<file path="config.mk">
export PLATFORM = sky130hd
export DESIGN_NAME = assertion_trace_compactor
export DESIGN_NICKNAME = d
export VERILOG_FILES = /design/src/rtl/assertion_trace_compactor.sv
export SDC_FILE = /design/constraint.sdc
export NUM_CORES = 1
export LEC_CHECK = 0
export ABC_CLOCK_PERIOD_IN_PS = 3400
export BUFFER_PORTS_ARGS = -buffer_cell sky130_fd_sc_hd__buf_2
export CAP_MARGIN = 40
export CORE_MARGIN = 10
export CORE_UTILIZATION = 35
export CTS_CLUSTER_SIZE = 8
export DETAILED_ROUTE_END_ITERATION = 10
export GPL_TIMING_DRIVEN = 1
export PLACE_DENSITY_LB_ADDON = 0.2
export SYNTH_ARGS = -nofsm -noshare
export SYNTH_HDL_FRONTEND = slang
export SYNTH_SLANG_ARGS = --single-unit
</file>
<file path="constraint.sdc">
create_clock -name clk -period 3.4 [get_ports clk]
set_input_delay 0.51 -clock clk [delete_from_list [all_inputs] [get_ports clk]]
set_output_delay 0.51 -clock clk [all_outputs]
set_load 0.01 [all_outputs]
</file>
<file path="src/rtl/assertion_trace_compactor.sv">
module assertion_trace_compactor #(
  parameter int K = 10,
  parameter int S = 4,
  parameter int M = 8
) (
  input  logic         clk,
  input  logic         rst_n,
  input  logic [K-1:0] fire,
  output logic         trace_valid,
  output logic [M-1:0] trace_word,
  output logic         overflow
);
  localparam int L  = (K + S - 1) / S;
  localparam int IW = (S > 1) ? $clog2(S) : 1;
  localparam int W  = S * L;

  logic [W-1:0]  fire_ext, pend_q, merged, clr_mask;
  logic [IW-1:0] sel;
  logic [L-1:0]  sel_bits;
  logic          any;
  logic [M-1:0]  word_d;

  assign fire_ext = W'(fire);
  assign merged   = pend_q | fire_ext;
  assign any      = |merged;

  always_comb begin
    sel = '0;
    for (int s = S - 1; s >= 0; s--)
      if (|merged[s*L +: L]) sel = IW'(s);
  end

  assign sel_bits = merged[sel*L +: L];

  always_comb begin
    clr_mask = '0;
    clr_mask[sel*L +: L] = {L{any}};
  end

  always_comb begin
    word_d = '0;
    if (any) begin
      word_d[IW-1:0]    = sel;
      word_d[IW+L-1:IW] = sel_bits;
    end
  end

  always_ff @(posedge clk or negedge rst_n) begin
    if (!rst_n) begin
      pend_q      <= '0;
      trace_valid <= 1'b0;
      trace_word  <= '0;
      overflow    <= 1'b0;
    end else begin
      pend_q      <= merged & ~clr_mask;
      trace_valid <= any;
      trace_word  <= word_d;
      if (|(fire_ext & pend_q)) overflow <= 1'b1;
    end
  end

  initial begin
    if (M < IW + L) $error("trace word too narrow for index plus set flags");
  end
endmodule

</file>
# == Word-level counts from Yosys, hierarchy flattened ==
# Cells that the tools add are included.
# totals
ff_bits,19
output_inout_bits,10
wordCells,25
# classes
n_addsub,1
multipliers,1
shift,3
n_mux,5
n_bitwise,5
n_reduce_logical,6
# ops
cell,count
4-bit negator with 34-bit output,1
"3-bit by 34-bit variable shift with 12-bit output, first input constant",1
3-bit by 34-bit indexed part select with 12-bit output,1
12-bit AND,2
12-bit OR reduction,2
10-bit by 12-bit AND with 12-bit output,1
12-bit inverter,1
12-bit by 10-bit OR with 12-bit output,1
3-bit OR reduction,4
12-bit by 5-bit indexed part select with 3-bit output,1
2-bit 2-to-1 mux,4
5-bit 2-to-1 mux,1
"2-bit by 2-bit multiplier with 4-bit output, second input constant",1

# == Logic depth before layout (Yosys ltp) ==
# logic_depth
ltp_word,12
depth_mapped,10
mapped_depth_nobuf,9

# == Worst setup path before layout ==
# Ideal clock, no wire load.
# synth_path
kind,in2reg
from,in fire[7]
to,reg pend_q[6]
setup_time_ps,124
arrival_time_ps,2483
setup_slack_ps,793
cell_stages,9
n_path_buf,0
cell_sequence,or4_4 or3_4 a21oi_4 inv_2 ha_1 nor2_1 nand2_1 a21oi_1 nor2_1
# synth_between
elab_chain_cells,11
# synth_lines
item,line_no,text
from (decl),8,"input logic [K-1:0] fire,"
12-bit by 10-bit OR with 12-bit output (*),24,assign merged = pend_q | fire_ext;
3-bit OR reduction,30,if (|merged[s*L +: L]) sel = IW'(s);
2-bit 2-to-1 mux (3 in a row),30,
2-bit by 2-bit multiplier with 4-bit output,37,clr_mask[sel*L +: L] = {L{any}};
4-bit negator with 34-bit output,37,
3-bit by 34-bit indexed part select with 12-bit output or 3-bit by 34-bit variable shift with 12-bit output (tied branches),37,
12-bit AND (no source line) (*),n/a,
12-bit inverter (*),55,pend_q <= merged & ~clr_mask;
12-bit AND (*),55,
to (signal assigned),55,
to (decl),17,"logic [W-1:0] fire_ext, pend_q, merged, clr_mask;"
# Mark *: on every way between the ends. The rest lies on a longest branch, timed or not.
# A chain may end at the register's enable or synchronous reset.

# == Worst setup path after layout ==
# layout_path
from,reg pend_q[7]
to,reg pend_q[6]
# layout_between
elab_chain_cells,11
# layout_lines
item,line_no
12-bit by 10-bit OR with 12-bit output (*),24
3-bit OR reduction,30
2-bit 2-to-1 mux (3 in a row),30
2-bit by 2-bit multiplier with 4-bit output,37
4-bit negator with 34-bit output,37
3-bit by 34-bit indexed part select with 12-bit output or 3-bit by 34-bit variable shift with 12-bit output (tied branches),37
12-bit AND (no source line) (*),n/a
12-bit inverter (*),55
12-bit AND (*),55
# Marks and branches as above.

==> metrics.md <==
| Metric | Value |
|---|---|
| Crit share post-route | `about 80%` |
| Number of standard-cell rows in the floorplan | `18` |
| Multi-input logic area | `around 420 um2` |
| Met1 GRT Util | `9.59%` |
| Ratio of cells with drive above 1 in the final layout | `roughly 26%` |
| Post-Synthesis Cell Area | `approximately 920 um2` |
| Cell chosen for the clock root | `sky130_fd_sc_hd__clkbuf_4` |
| Final net count | `127` |
| Clock-pin transition on the worst setup and hold timing paths | `around 100 ps` |
| Number of distinct library cell variants in the gate-level netlist after synthesis | `33` |
| Type of the most critical hold path | `in -> async` |
| Accumulated negative setup slack | `0 ps` |
| Initial DRC Count | `25` |
| Post-CTS setup buffers | `0` |
| HPWL Detailed | `~1700 um` |
| YS warnings | `0` |
| Largest fanout on the critical path | `9` |
| Post-synthesis register bit count | `19` |
| Dpl cells | `about 140` |
| Count of mapped cells out of synthesis | `approximately 90` |
| Clock tree from TritonCTS | `yes` |
| Crit-path leading delay family | `simple AND/OR/NAND/NOR gates` |
| Placer's final routability congestion estimate | `~0.77` |
| Most frequent cells in the layout | `sky130_fd_sc_hd__dfrtp_1, sky130_fd_sc_hd__nor2_1, sky130_fd_sc_hd__buf_2` |
| Cell-by-cell listing of the critical path | `or4_4, or3_4, a21oi_4, inv_2, ha_1, nor2_1, nand2_1, a21oi_1, nor2_1` |
| Fraction of synthesized cell area taken by the top area cell type | `between 50% and 60%` |
| Average cell area after synthesis | `between 10 and 15 um2` |
| Effective utilization at floorplan | `between 30% and 40%` |
| Area grow syn2layout | `14.6%` |
| Endpoints failing hold | `0` |
| Max Freq | `375 MHz` |
| Die area | `approximately 0.005 mm2` |
| Post-DRT Antenna Nets | `0` |
| Number of remaining DRC errors | `0` |
| Worst relative slew slack | `between 50% and 60%` |
| Post-CTS Resized | `0` |
| Hold buffers post-CTS | `0` |
| Layer with the highest usage | `met2` |
| Number of vias per cell after detailed routing | `between 5 and 6` |
| Start-to-end type of the worst setup path | `reg -> reg` |
| Routed Wire Length | `approximately 2000 um` |
| Worst EP required | `between 3000 and 4000 ps` |
| Pin count of the biggest net entering global routing | `20` |
| Die outline height | `roughly 71 um` |
| Maximum clock path buffer count | `2` |
| Tmin final | `between 2000 and 3000 ps` |
| Post-synth top area cell | `sky130_fd_sc_hd__dfrtp_1` |
| Outcome | `complete, no violations` |
| Synth top area cells | `sky130_fd_sc_hd__dfrtp_1, sky130_fd_sc_hd__nor2_1, sky130_fd_sc_hd__ha_1` |
| Number of port buffers | `18` |
| Worst Max-Slew Pin Slew | `742 ps` |
| Leakage power total | `between 0.4 and 0.5 nW` |
| Worst path buffer plus inverter count | `1` |
| Register area share after synthesis | `about half` |
| Die W | `around 71 um` |
| Most common cell after layout, fill and taps aside | `sky130_fd_sc_hd__dfrtp_1` |
| Worst clock skew | `a little over 2 ps` |
| IR drop worst, VDD | `between 150 and 200 uV` |
| Worst path max stage delay | `roughly 540 ps` |
| Power density over the cells | `between 300 and 400 mW/mm2` |
| Via count of the first global-routing pass | `around 800` |
| All-layer global routing usage | `slightly above 8%` |
| Unrepaired setup endpoints after global routing | `no` |
| Routed WL per cell | `between 10 and 15 um` |
| Final instance count without filler cells | `between 100 and 150` |
| Number of fillers in the final layout | `between 200 and 250` |
| Overflow left after global routing | `0` |
| Grt met3 use | `around 1.9%` |
| Core Area | `0.00250 mm2` |
| Drt first pass iters | `4` |
| Worst setup EP type | `flop` |
| # diodes | `0` |
| Final setup vio count | `0` |
| Sequential standard cell area | `between 400 and 500 um2` |
| Final max-slew violation count | `0` |
| Vias | `between 700 and 800` |
| Startpoint type of the worst setup path | `flop` |
| Met2 routing resource usage after global routing | `approximately an eighth` |
| Critical Path AT | `around 2900 ps` |
| CTS sink count | `19` |
| Max-capacitance violation count | `0` |
| Slowest stage cell on the critical path | `sky130_fd_sc_hd__or4_4` |
| Antenna violations before repair | `0` |
| Most repeated library cell on the critical path | `sky130_fd_sc_hd__nor2_1` |
| First-pass GRT wire length | `roughly 3500 um` |
| Number of levels in the clock H-tree | `1` |
| Insertion delay to the later sink of the worst-skew pair | `290 ps` |
| IO Pins | `22` |
| Num CTS Buffers | `3` |
-- power by group --
group,switching [mW],internal [mW],leakage (nW)
Combinational,0.0277,0.0165,0.232
Sequential,0.00328,0.234,0.197
Clock,0.0651,0.0455,0.0150
Total,0.0960,0.296,0.444
-- final cells by class --
cell class	instances	area share, %
Timing Repair Buffer	18	8.51
Inverter	3	1.06
Multi-Input combinational cell	65	39.5
Clock buffer	4	2.48
Tap cell	30	3.55
Sequential cell	19	44.9
-- synth_stat cells --
cell	number
sky130_fd_sc_hd__a211oi_1	1
sky130_fd_sc_hd__a21boi_0	2
sky130_fd_sc_hd__a21o_1	1
sky130_fd_sc_hd__a21oi_1	7
sky130_fd_sc_hd__a21oi_4	1
sky130_fd_sc_hd__a221oi_1	1
sky130_fd_sc_hd__a222oi_1	1
sky130_fd_sc_hd__a22o_1	1
sky130_fd_sc_hd__a22o_2	1
sky130_fd_sc_hd__a31oi_1	3
sky130_fd_sc_hd__and3_1	2
sky130_fd_sc_hd__buf_4	3
sky130_fd_sc_hd__clkbuf_1	1
sky130_fd_sc_hd__conb_1	1
sky130_fd_sc_hd__dfrtp_1	19
sky130_fd_sc_hd__ha_1	5
sky130_fd_sc_hd__inv_1	2
sky130_fd_sc_hd__inv_2	1
sky130_fd_sc_hd__nand2_1	2
sky130_fd_sc_hd__nand3_1	3
sky130_fd_sc_hd__nand4_1	1
sky130_fd_sc_hd__nor2_1	18
sky130_fd_sc_hd__nor2b_1	1
sky130_fd_sc_hd__nor3_2	1
sky130_fd_sc_hd__nor4_1	1
sky130_fd_sc_hd__o2111ai_1	1
sky130_fd_sc_hd__o211ai_1	1
sky130_fd_sc_hd__o21ai_0	1
sky130_fd_sc_hd__o221ai_1	2
sky130_fd_sc_hd__or2_2	1
sky130_fd_sc_hd__or3_4	1
sky130_fd_sc_hd__or4_1	1
sky130_fd_sc_hd__or4_4	1
-- path summary, 6_finish.rpt --
| check | from | endpoint | slack (ps) | cells past startpoint |
|---|---|---|---|---|
| max | pend_q[7] | pend_q[6] | 730 | 9 |
| min | rst_n | overflow | 140 | 1 |
| max reg2reg | pend_q[7] | pend_q[6] | 730 | 9 |
| min reg2reg | overflow | overflow | 500 | 2 |
| max in group asynchronous | rst_n | trace_word[4] | 2970 | 1 |
| min in group clk | fire[1] | overflow | 480 | 3 |
-- registers in the layout, summed over array words and instances (netlist names) --
name / flops
pend_q: 12
trace_word: 5
overflow: 1
trace_valid: 1
-- cells by family (layout without fill, tap and decap cells) --
family,after synthesis,in the layout,synth area share (%)
AOI/OAI and AO/OA,24,24,19.1
and+or+nand+nor,33,33,18.2
DFF,19,19,51.5
buffers and inverters,7,25,4.06
other,1,3,0.406
adders and majority gates,5,5,6.78
-- metal layers --
| metal | vias to the layer above | wire length (um) |
|---|---|---|
| met5 | - | 0 |
| met4 | 0 | 34 |
| met3 | 2 | 94 |
| met2 | 18 | 1010 |
| met1 | 355 | 912 |
| li1 | 357 | - |
-- worst register-to-register path, delay by kind of cell, from the launching register on --
kind	cells	cell delay (ps)
buffers and inverters	1	80
and+or+nand+nor	5	1210
AOI/OAI and AO/OA	2	490
DFF	1	410
adders and majority gates	1	370
-- stage by stage --
step / cell area, um2 / power, mW / worst slack, ps / utilization [%] / hold WS (ps)
floorplan: 931 / 0.266 / 793 / - / 214
global placement: 1030 / 0.285 / 560 / 41.3 / 461
detailed placement: 1030 / 0.286 / 487 / 41.3 / 463
CTS: 1060 / 0.394 / 735 / 42.3 / 146
global route: 1060 / 0.411 / 494 / 42.3 / 163
finish: 1060 / 0.392 / 730 / 42.3 / 140
Power figures use the tool's default switching activity.
